[src/rtl/wmac_pkg.sv]
package wmac_pkg;

   typedef enum logic {
      MODE_DATA = 1'b0,
      MODE_CTRL = 1'b1
   } wmac_mode_e;

   // Broadcast phase length in clock cycles, rounded up, never below one.
   function automatic int ctrl_cycles(input int nodes, input int msg_bits,
                                      input int clk_mhz, input int agg_gbps);
      int num;
      int den;
      int q;
      num = nodes * msg_bits * clk_mhz;
      den = agg_gbps * 1000;
      q   = (num + den - 1) / den;
      return (q < 1) ? 1 : q;
   endfunction

   function automatic int max2(input int a, input int b);
      return (a > b) ? a : b;
   endfunction

endpackage

[src/rtl/wmac_epoch_timer.sv]
module wmac_epoch_timer
   import wmac_pkg::*;
#(
   parameter int EPOCH_CYCLES = 8,
   parameter int CTRL_LEN     = 3
) (
   input  logic       clk,
   input  logic       rst_n,
   input  wmac_mode_e mode,
   input  logic       restart,
   output logic       data_expire,
   output logic       ctrl_expire
);

   localparam int MAX_CNT = max2(EPOCH_CYCLES, CTRL_LEN);
   localparam int CNT_W   = (MAX_CNT < 2) ? 1 : $clog2(MAX_CNT);
   localparam logic [CNT_W-1:0] EPOCH_LAST = CNT_W'(EPOCH_CYCLES - 1);
   localparam logic [CNT_W-1:0] CTRL_LAST  = CNT_W'(CTRL_LEN - 1);

   logic [CNT_W-1:0] cnt_q;

   always_ff @(posedge clk) begin
      if (!rst_n) begin
         cnt_q <= '0;
      end else if (restart) begin
         cnt_q <= '0;
      end else begin
         cnt_q <= cnt_q + 1'b1;
      end
   end

   always_comb begin
      data_expire = (mode == MODE_DATA) && (cnt_q == EPOCH_LAST);
      ctrl_expire = (mode == MODE_CTRL) && (cnt_q == CTRL_LAST);
   end

endmodule

[src/rtl/wmac_flit_meter.sv]
module wmac_flit_meter #(
   parameter int FLIT_QUOTA = 4
) (
   input  logic clk,
   input  logic rst_n,
   input  logic count_en,
   input  logic mark_idle,
   input  logic clear,
   output logic quota_hit,
   output logic idle
);

   logic idle_q;

   generate
      if (FLIT_QUOTA == 1) begin : g_single
         assign quota_hit = count_en;
      end else begin : g_counter
         localparam int FW = $clog2(FLIT_QUOTA);
         localparam logic [FW-1:0] LAST = FW'(FLIT_QUOTA - 1);
         logic [FW-1:0] fcnt_q;

         always_ff @(posedge clk) begin
            if (!rst_n) begin
               fcnt_q <= '0;
            end else if (clear) begin
               fcnt_q <= '0;
            end else if (count_en) begin
               fcnt_q <= fcnt_q + 1'b1;
            end
         end

         assign quota_hit = count_en && (fcnt_q == LAST);
      end
   endgenerate

   always_ff @(posedge clk) begin
      if (!rst_n) begin
         idle_q <= 1'b0;
      end else if (clear) begin
         idle_q <= 1'b0;
      end else if (mark_idle) begin
         idle_q <= 1'b1;
      end
   end

   assign idle = idle_q;

endmodule

[src/rtl/wmac_ring_tracker.sv]
module wmac_ring_tracker #(
   parameter int NUM_NODES = 16,
   parameter int IDX_W     = $clog2(NUM_NODES)
) (
   input  logic             clk,
   input  logic             rst_n,
   input  logic             advance,
   input  logic             resync,
   input  logic [IDX_W-1:0] node_id,
   output logic [IDX_W-1:0] holder,
   output logic [IDX_W-1:0] next_idx
);

   logic [IDX_W-1:0] holder_q;

   generate
      if ((1 << IDX_W) == NUM_NODES) begin : g_pow2_wrap
         assign next_idx = holder_q + 1'b1;
      end else begin : g_cmp_wrap
         localparam logic [IDX_W-1:0] LAST_IDX = IDX_W'(NUM_NODES - 1);
         assign next_idx = (holder_q == LAST_IDX) ? '0 : holder_q + 1'b1;
      end
   endgenerate

   always_ff @(posedge clk) begin
      if (!rst_n) begin
         holder_q <= '0;
      end else if (advance) begin
         holder_q <= next_idx;
      end else if (resync) begin
         holder_q <= node_id;
      end
   end

   assign holder = holder_q;

endmodule

[src/rtl/wmac_mode_seq.sv]
module wmac_mode_seq
   import wmac_pkg::*;
#(
   parameter int NUM_NODES      = 16,
   parameter int TOKEN_PERIOD   = 128,
   parameter int PKT_FLITS      = 2,
   parameter int PKTS_PER_EPOCH = 2,
   parameter int CTRL_MSG_BITS  = 6,
   parameter int CLK_MHZ        = 1000,
   parameter int AGG_GBPS       = 32,
   localparam int IDX_W         = (NUM_NODES < 2) ? 1 : $clog2(NUM_NODES)
) (
   input  logic             clk,
   input  logic             rst_n,
   input  logic [IDX_W-1:0] node_id,
   input  logic             tok_rx,
   input  logic             flit_sent,
   input  logic             pkt_done,
   output logic             grant,
   output logic             tok_pass,
   output logic [IDX_W-1:0] pass_idx,
   output logic             done,
   output logic             hold
);

   localparam int EPOCH_CYCLES = TOKEN_PERIOD / NUM_NODES;
   localparam int FLIT_QUOTA   = PKT_FLITS * PKTS_PER_EPOCH;
   localparam int CTRL_LEN     = ctrl_cycles(NUM_NODES, CTRL_MSG_BITS, CLK_MHZ, AGG_GBPS);

   generate
      if (NUM_NODES < 2) begin : g_bad_nodes
         $error("wmac_mode_seq: NUM_NODES must be at least 2");
      end
      if ((TOKEN_PERIOD % NUM_NODES) != 0 || EPOCH_CYCLES < 1) begin : g_bad_period
         $error("wmac_mode_seq: TOKEN_PERIOD must be a positive multiple of NUM_NODES");
      end
      if (PKT_FLITS < 1 || PKTS_PER_EPOCH < 1) begin : g_bad_quota
         $error("wmac_mode_seq: packet length and packets per epoch must be positive");
      end
      if (AGG_GBPS < 1 || CTRL_MSG_BITS < 1 || CLK_MHZ < 1) begin : g_bad_rate
         $error("wmac_mode_seq: rate and message parameters must be positive");
      end
   endgenerate

   wmac_mode_e       mode_q;
   logic             data_expire;
   logic             ctrl_expire;
   logic             quota_hit;
   logic             idle;
   logic             epoch_end;
   logic             restart;
   logic             local_hold;
   logic [IDX_W-1:0] holder;
   logic [IDX_W-1:0] next_idx;
   logic             pass_q;
   logic [IDX_W-1:0] pass_idx_q;

   assign local_hold = (holder == node_id);
   assign epoch_end  = (mode_q == MODE_DATA) && (data_expire || quota_hit);
   assign restart    = epoch_end || ctrl_expire;

   wmac_epoch_timer #(
      .EPOCH_CYCLES (EPOCH_CYCLES),
      .CTRL_LEN     (CTRL_LEN)
   ) u_timer (
      .clk         (clk),
      .rst_n       (rst_n),
      .mode        (mode_q),
      .restart     (restart),
      .data_expire (data_expire),
      .ctrl_expire (ctrl_expire)
   );

   wmac_flit_meter #(
      .FLIT_QUOTA (FLIT_QUOTA)
   ) u_meter (
      .clk       (clk),
      .rst_n     (rst_n),
      .count_en  (flit_sent && (mode_q == MODE_DATA)),
      .mark_idle (pkt_done && grant),
      .clear     (epoch_end),
      .quota_hit (quota_hit),
      .idle      (idle)
   );

   wmac_ring_tracker #(
      .NUM_NODES (NUM_NODES),
      .IDX_W     (IDX_W)
   ) u_ring (
      .clk      (clk),
      .rst_n    (rst_n),
      .advance  (epoch_end),
      .resync   (tok_rx && (mode_q == MODE_CTRL)),
      .node_id  (node_id),
      .holder   (holder),
      .next_idx (next_idx)
   );

   always_ff @(posedge clk) begin
      if (!rst_n) begin
         mode_q <= MODE_DATA;
      end else begin
         unique case (mode_q)
            MODE_DATA: if (epoch_end)   mode_q <= MODE_CTRL;
            MODE_CTRL: if (ctrl_expire) mode_q <= MODE_DATA;
            default:                    mode_q <= MODE_DATA;
         endcase
      end
   end

   always_ff @(posedge clk) begin
      if (!rst_n) begin
         pass_q     <= 1'b0;
         pass_idx_q <= '0;
      end else begin
         pass_q <= epoch_end && local_hold;
         if (epoch_end && local_hold) begin
            pass_idx_q <= next_idx;
         end
      end
   end

   assign grant    = (mode_q == MODE_DATA) && local_hold && !idle;
   assign tok_pass = pass_q;
   assign pass_idx = pass_idx_q;
   assign done     = (mode_q == MODE_CTRL);
   assign hold     = (mode_q == MODE_CTRL);

endmodule

[config.mk]
export PLATFORM = sky130hd
export DESIGN_NAME = wmac_mode_seq
export DESIGN_NICKNAME = d
export VERILOG_FILES = /design/src/rtl/wmac_pkg.sv /design/src/rtl/wmac_epoch_timer.sv /design/src/rtl/wmac_flit_meter.sv /design/src/rtl/wmac_ring_tracker.sv /design/src/rtl/wmac_mode_seq.sv
export SDC_FILE = /design/constraint.sdc
export NUM_CORES = 1
export LEC_CHECK = 0
export ABC_AREA = 1
export BUFFER_PORTS_ARGS = -buffer_cell sky130_fd_sc_hd__buf_2
export CAP_MARGIN = 10
export CORE_MARGIN = 1.5
export CORE_UTILIZATION = 52
export CTS_CLUSTER_DIAMETER = 200
export DETAILED_ROUTE_END_ITERATION = 12
export GPL_TIMING_DRIVEN = 0
export PLACE_DENSITY_LB_ADDON = 0.25
export SLEW_MARGIN = 30
export SYNTH_ARGS = -nofsm -noshare
export SYNTH_HDL_FRONTEND = slang
export SYNTH_SLANG_ARGS = --single-unit
[constraint.sdc]
create_clock -name clk -period 1.85 [get_ports clk]
set_input_delay 0.185 -clock clk [delete_from_list [all_inputs] [get_ports clk]]
set_output_delay 0.185 -clock clk [all_outputs]
set_load 0.005 [all_outputs]
==> results_dict.tcl, run 1 <==
set metrics [dict create \
    status "finished clean" \
    overflow 0 \
    wl_per_cell_um 10.4 \
    htree_levels 1 \
    maxCapViolations 0 \
    p_leak_nw 0.485 \
    slowest_delay_ns 0.42 \
    hold_viol_final 0 \
    dr.pass1.iters 4 \
    synth-seq-cells 16 \
    rrSetupSlack_ns 0.36 \
    antenna_found_initial 0 \
    die_area_um2 1930 \
    reg2reg_depth 7 \
    clk_latency_ns 0.27 \
    power_uw 637 \
    critPathCapture "grant" \
    port-buffer-count 16 \
    dp.cells 142 \
    grt_use_total 0.176 \
    yosysSeqAreaShare 0.367 \
    synth_cells 110 \
    start_util 0.566 \
    synthDistinctLibCells 22 \
    tightestPinTransition_ns 0.350 \
    dr_total_vias 721 \
    chipHeight_um 44.0 \
    grt_max_degree 11 \
    postCtsSetupBuffers 0 \
    cts_made_buffers 3 \
    syn_area_um2 872 \
    clock_sinks 16 \
    slew_headroom 0.766 \
    path_max_fanout 6 \
    yosysWarnings 0 \
    n_antenna_cell 0 \
    pin_count 17 \
    skew_ns 0.00102 \
    dp_hpwl_mm 1.18 \
    cts_tree "done" \
    p_per_area_nw_per_um2 641 \
    cts_hold_buf 0 \
    r2r-start "u_timer.cnt_q[0]" \
    syn-num-nets 124 \
    hold_class "in2reg" \
    slew_viol_final 0 \
    crit_type "reg2out" \
    place_congestion 0.835 \
    min_period_over_period 0.838 \
    finalNonFillerCells 145 \
    ir_drop_uv 320 \
    path_depth 7 \
    rsz0062_at_grt "false" \
    cts_root_buffer "clkbuf_4" \
    worst_ep_required_time_ns 1.66 \
    fin_nets 145 \
    synth_common_cells "nand2_1, dfxtp_1, inv_1" \
    fmax_mhz 645 \
    end_kind "output port" \
    crit_slowest_cell "dfxtp_1" \
    ys.flop_type "dfxtp_1" \
    synth.most_common_cell "nand2_1" \
    setup_viol 0 \
    wl_mm 1.50 \
    clk_pin_slew_ns 0.09 \
    coreArea_um2 1540 \
    path_delay_family "simple AND/OR/NAND/NOR gates" \
    synth_area_leaders "dfxtp_1, nand2_1, ha_1, nor2_8, a21oi_1" \
    cp-startpoint "u_ring.holder[0]" \
    period_needed_ns 1.55 \
    viasPerCell 4.97 \
    holdCritStartpoint "rst_n" \
    start_kind "flop" \
    critPathBufInv 2 \
    path_cells "inv_2, nand2_1, nand2_2, nor2_8, nand3_1, nor2_1, buf_2" \
    synth_top_area_frac 0.367 \
    cp_data_arrival_time_ns 1.37 \
    first_iter_violations 13 \
    synth_top_cell_by_area "dfxtp_1" \
    drcViolationCount 0 \
    worst_r2r_endpoint "u_ring.holder[1]" \
    grt_pass1_wl_mm 2.50 \
    fin_tns_setup_ns 0 \
    cts_max_path_buffers 2 \
    fp.dieW_um 44.0 \
    grt_pass1_vias 624 \
    syn_area_per_cell_um2 7.93 \
    ant_nets 0 \
    ys_async_sr_fraction 0 \
    cts.repair.resized 0 \
    layout-drive-gt1-share 0.302 \
    rows 14 \
    area_growth_pct 14.1 \
    synth_edf_count 0 \
]
-- worst min-delay path by stage --
stage,to,depth (start not counted)
after detailed placement,u_timer.cnt_q[0],1
after CTS,pass_idx[1],3
after global placement,u_meter.idle,2
after global routing,pass_idx[1],3
after floorplan,pass_idx[1],2
final,pass_idx[1],3
-- metal layers --
metal,vias up,part of all wire,GRT usage
met3,2,0.038,0.0375
li1,394,-,-
met5,-,0,0
met2,12,0.45,0.262
met4,0,0.014,0.0909
met1,313,0.50,0.237
-- report_power, final --
group,internal (mW),total [mW],switching [mW],leakage (nW)
registers,0.358,0.370,0.0114,0.130
clock network,0.0753,0.179,0.104,0.0138
logic,0.0352,0.0886,0.0534,0.341
total,0.469,0.637,0.169,0.485
-- registers in the layout, indices dropped and copies added, names as in the netlist --
register and cells:
pass_idx 4, u_ring.holder 4, u_timer.cnt_q 3, u_meter.g_counter.fcnt_q 2, done 1, tok_pass 1
u_meter.idle 1
-- metrics by stage --
| step | utilization | hold slack [ns] | setup WS, ns | cell area [um2] |
|---|---|---|---|---|
| 2_1_floorplan | - | 0.326 | 0.495 | 872 |
| 3_3_place_gp | 0.631 | 0.434 | 0.386 | 972 |
| 3_5_place_dp | 0.631 | 0.442 | 0.390 | 972 |
| 4_1_cts | 0.645 | 0.151 | 0.283 | 995 |
| 5_1_grt | 0.645 | 0.161 | 0.180 | 995 |
| 6_report | 0.645 | 0.160 | 0.299 | 995 |
-- final cells by class --
type | count | area, um2
fillers | 139 | 547
multi-input cells | 75 | 477
flip-flops and latches | 16 | 320
repair buffers | 16 | 80.1
inverters | 18 | 67.6
clock buffers | 3 | 22.5
well taps | 16 | 20.0
plain buffers | 1 | 7.51
-- layout by cell type, fill, tap and decap left out, types with 2 or more instances in the layout --
cell      count
nand2_1      25
nor2_8        3
a21oi_1       9
dfxtp_1      16
clkbuf_4      3
xor2_1        2
buf_2        16
inv_1        11
nor2_1        8
inv_2         7
ha_1          5
nand3_1       4
nand2_2       3
nand4_1       5
o21ai_0       3
-- kinds of logic after synthesis --
logic type	synth area share
and+or+nand+nor	0.344
buffers and inverters	0.0861
AOI/OAI and AO/OA	0.110
DFF	0.367
adders and majority gates	0.0717
xor gates and xnor gates	0.0201
-- tightest hold or removal path: stages --
cell,delay (ns)
buf_2,0.09
nand3_1,0.07
nand2_1,0.06
(Power assumes the default switching activity.)
==> run 2: changes to the inputs <==
- CORE_UTILIZATION: 52 -> 47
- clock period: 1.85 -> 1.3 ns (I/O delays scaled with it)
==> run 2 against run 1 <==
- the run now ends with negative setup slack left
- critical path type is now reg2reg
- clock power up 94%
- largest cell class unchanged
- sequential power up 43%
- critical path depth unchanged
- core utilization is 7.5 points higher
- largest power group unchanged
- cell area up 25%
- die area up 9.9%
==> results_dict.tcl, run 2 (synthesized netlist as in run 1, its figures left out) <==
set metrics [dict create \
    mostFrequentLayoutCells "nand2_1, buf_2, inv_1" \
    tightestPinTransition_ns 0.309 \
    start_kind "flop" \
    p_leak_nw 0.549 \
    status "finished, violations left" \
    hold_viol_final 0 \
    clk_pin_slew_ns 0.10 \
    cts_made_buffers 3 \
    grt_use_total 0.197 \
    dp.cells 151 \
    cts_tree "done" \
    finalNonFillerCells 164 \
    fin_hold_ws_ns 0.0793 \
    fillCellCount 132 \
    worst_ep_required_time_ns 1.54 \
    rsz0062_at_grt "true" \
    fp.dieW_um 46.1 \
    drcViolationCount 0 \
    coreArea_um2 1730 \
    power_mw 1.05 \
    postLayoutCoreUtil 0.720 \
    start_util 0.505 \
    viasPerCell 5.08 \
    end_kind "flop" \
    clk_latency_ns 0.30 \
    setup_viol 13 \
    grt_max_degree 11 \
    die_area_um2 2120 \
    cts_hold_buf 0 \
    wl_per_cell_um 13.1 \
    pin_count 17 \
    slew_viol_final 0 \
    dr.pass1.iters 5 \
    layout-drive-gt1-share 0.583 \
    crit_type "reg2reg" \
    post-place-ws_ns -0.0685 \
    slew_headroom 0.794 \
    antenna_found_initial 0 \
    ir_drop_uv 877 \
    overflow 0 \
    grt_pass1_vias 688 \
    n_antenna_cell 0 \
    clock_sinks 16 \
    port-buffer-count 16 \
    first_iter_violations 12 \
    wl_mm 2.15 \
    rrSetupSlack_ns -0.06 \
    place_congestion 0.765 \
    design_area_um2 1240 \
    p_per_area_nw_per_um2 844 \
    dp_hpwl_mm 1.18 \
    cts_root_buffer "clkbuf_4" \
    htree_levels 1 \
    placed_area_um2 996 \
    dr_total_vias 833 \
    layout_setup_ws_ns -0.0600 \
    fin_nets 154 \
    path_max_fanout 5 \
    rows 15 \
    period_needed_ns 1.36 \
    fmax_mhz 735 \
    grt_pass1_wl_mm 2.96 \
    maxCapViolations 0 \
    fin_tns_setup_ns -0.400 \
    min_period_over_period 1.05 \
    chipHeight_um 46.1 \
    cts_max_path_buffers 2 \
    area_growth_pct 42.6 \
    violations "negative setup slack" \
    skew_ns 0.000790 \
    hold_class "in2reg" \
    ant_nets 0 \
    cp_data_arrival_time_ns 1.60 \
]
## run 2: power by group
part / internal [mW] / leakage (nW) / switching [mW]
Sequential: 0.507 / 0.134 / 0.0213
Combinational: 0.0740 / 0.394 / 0.101
Clock: 0.171 / 0.0210 / 0.176
Total: 0.752 / 0.549 / 0.298
## run 2: timing repair
action | 4_1_cts | 5_1_grt
pin swaps | 12 | 9
gates resized for setup | 22 | 19
buffers inserted | 6 | 2
gates cloned | 1 | 0
setup endpoints to repair | 15 | 15
## run 2: layout make-up
type,instances,area (um2),area share
Multi-Input combinational cell,76,622,0.500
Timing Repair Buffer,24,140,0.113
Tap cell,25,31.3,0.0252
Buffer,1,7.51,0.00604
Clock buffer,4,36.3,0.0292
Inverter,18,70.1,0.0563
Sequential cell,16,337,0.271
## run 2: critical path: stages (launching register included)
cell	delay, ns
dfxtp_2	0.35
ha_4	0.16
ha_4	0.15
a21oi_4	0.23
nor2_8	0.09
nor2_4	0.12
nand2_1	0.08
a21oi_2	0.11
## run 2: metal layers
metal / wire length, um / global-route usage
met1: 872 / 0.247
met2: 1110 / 0.319
met3: 116 / 0.0588
met4: 45 / 0.0686
met5: 0 / 0
## run 2: final timing paths
| kind | from | end | cells past startpoint |
|---|---|---|---|
| worst max-delay path | u_timer.cnt_q[0] | u_ring.holder[1] | 7 |
| worst min-delay path | rst_n | pass_idx[1] | 3 |
| worst min register to register | pass_idx[3] | pass_idx[3] | 2 |
| worst max register to register | u_timer.cnt_q[0] | u_ring.holder[1] | 7 |
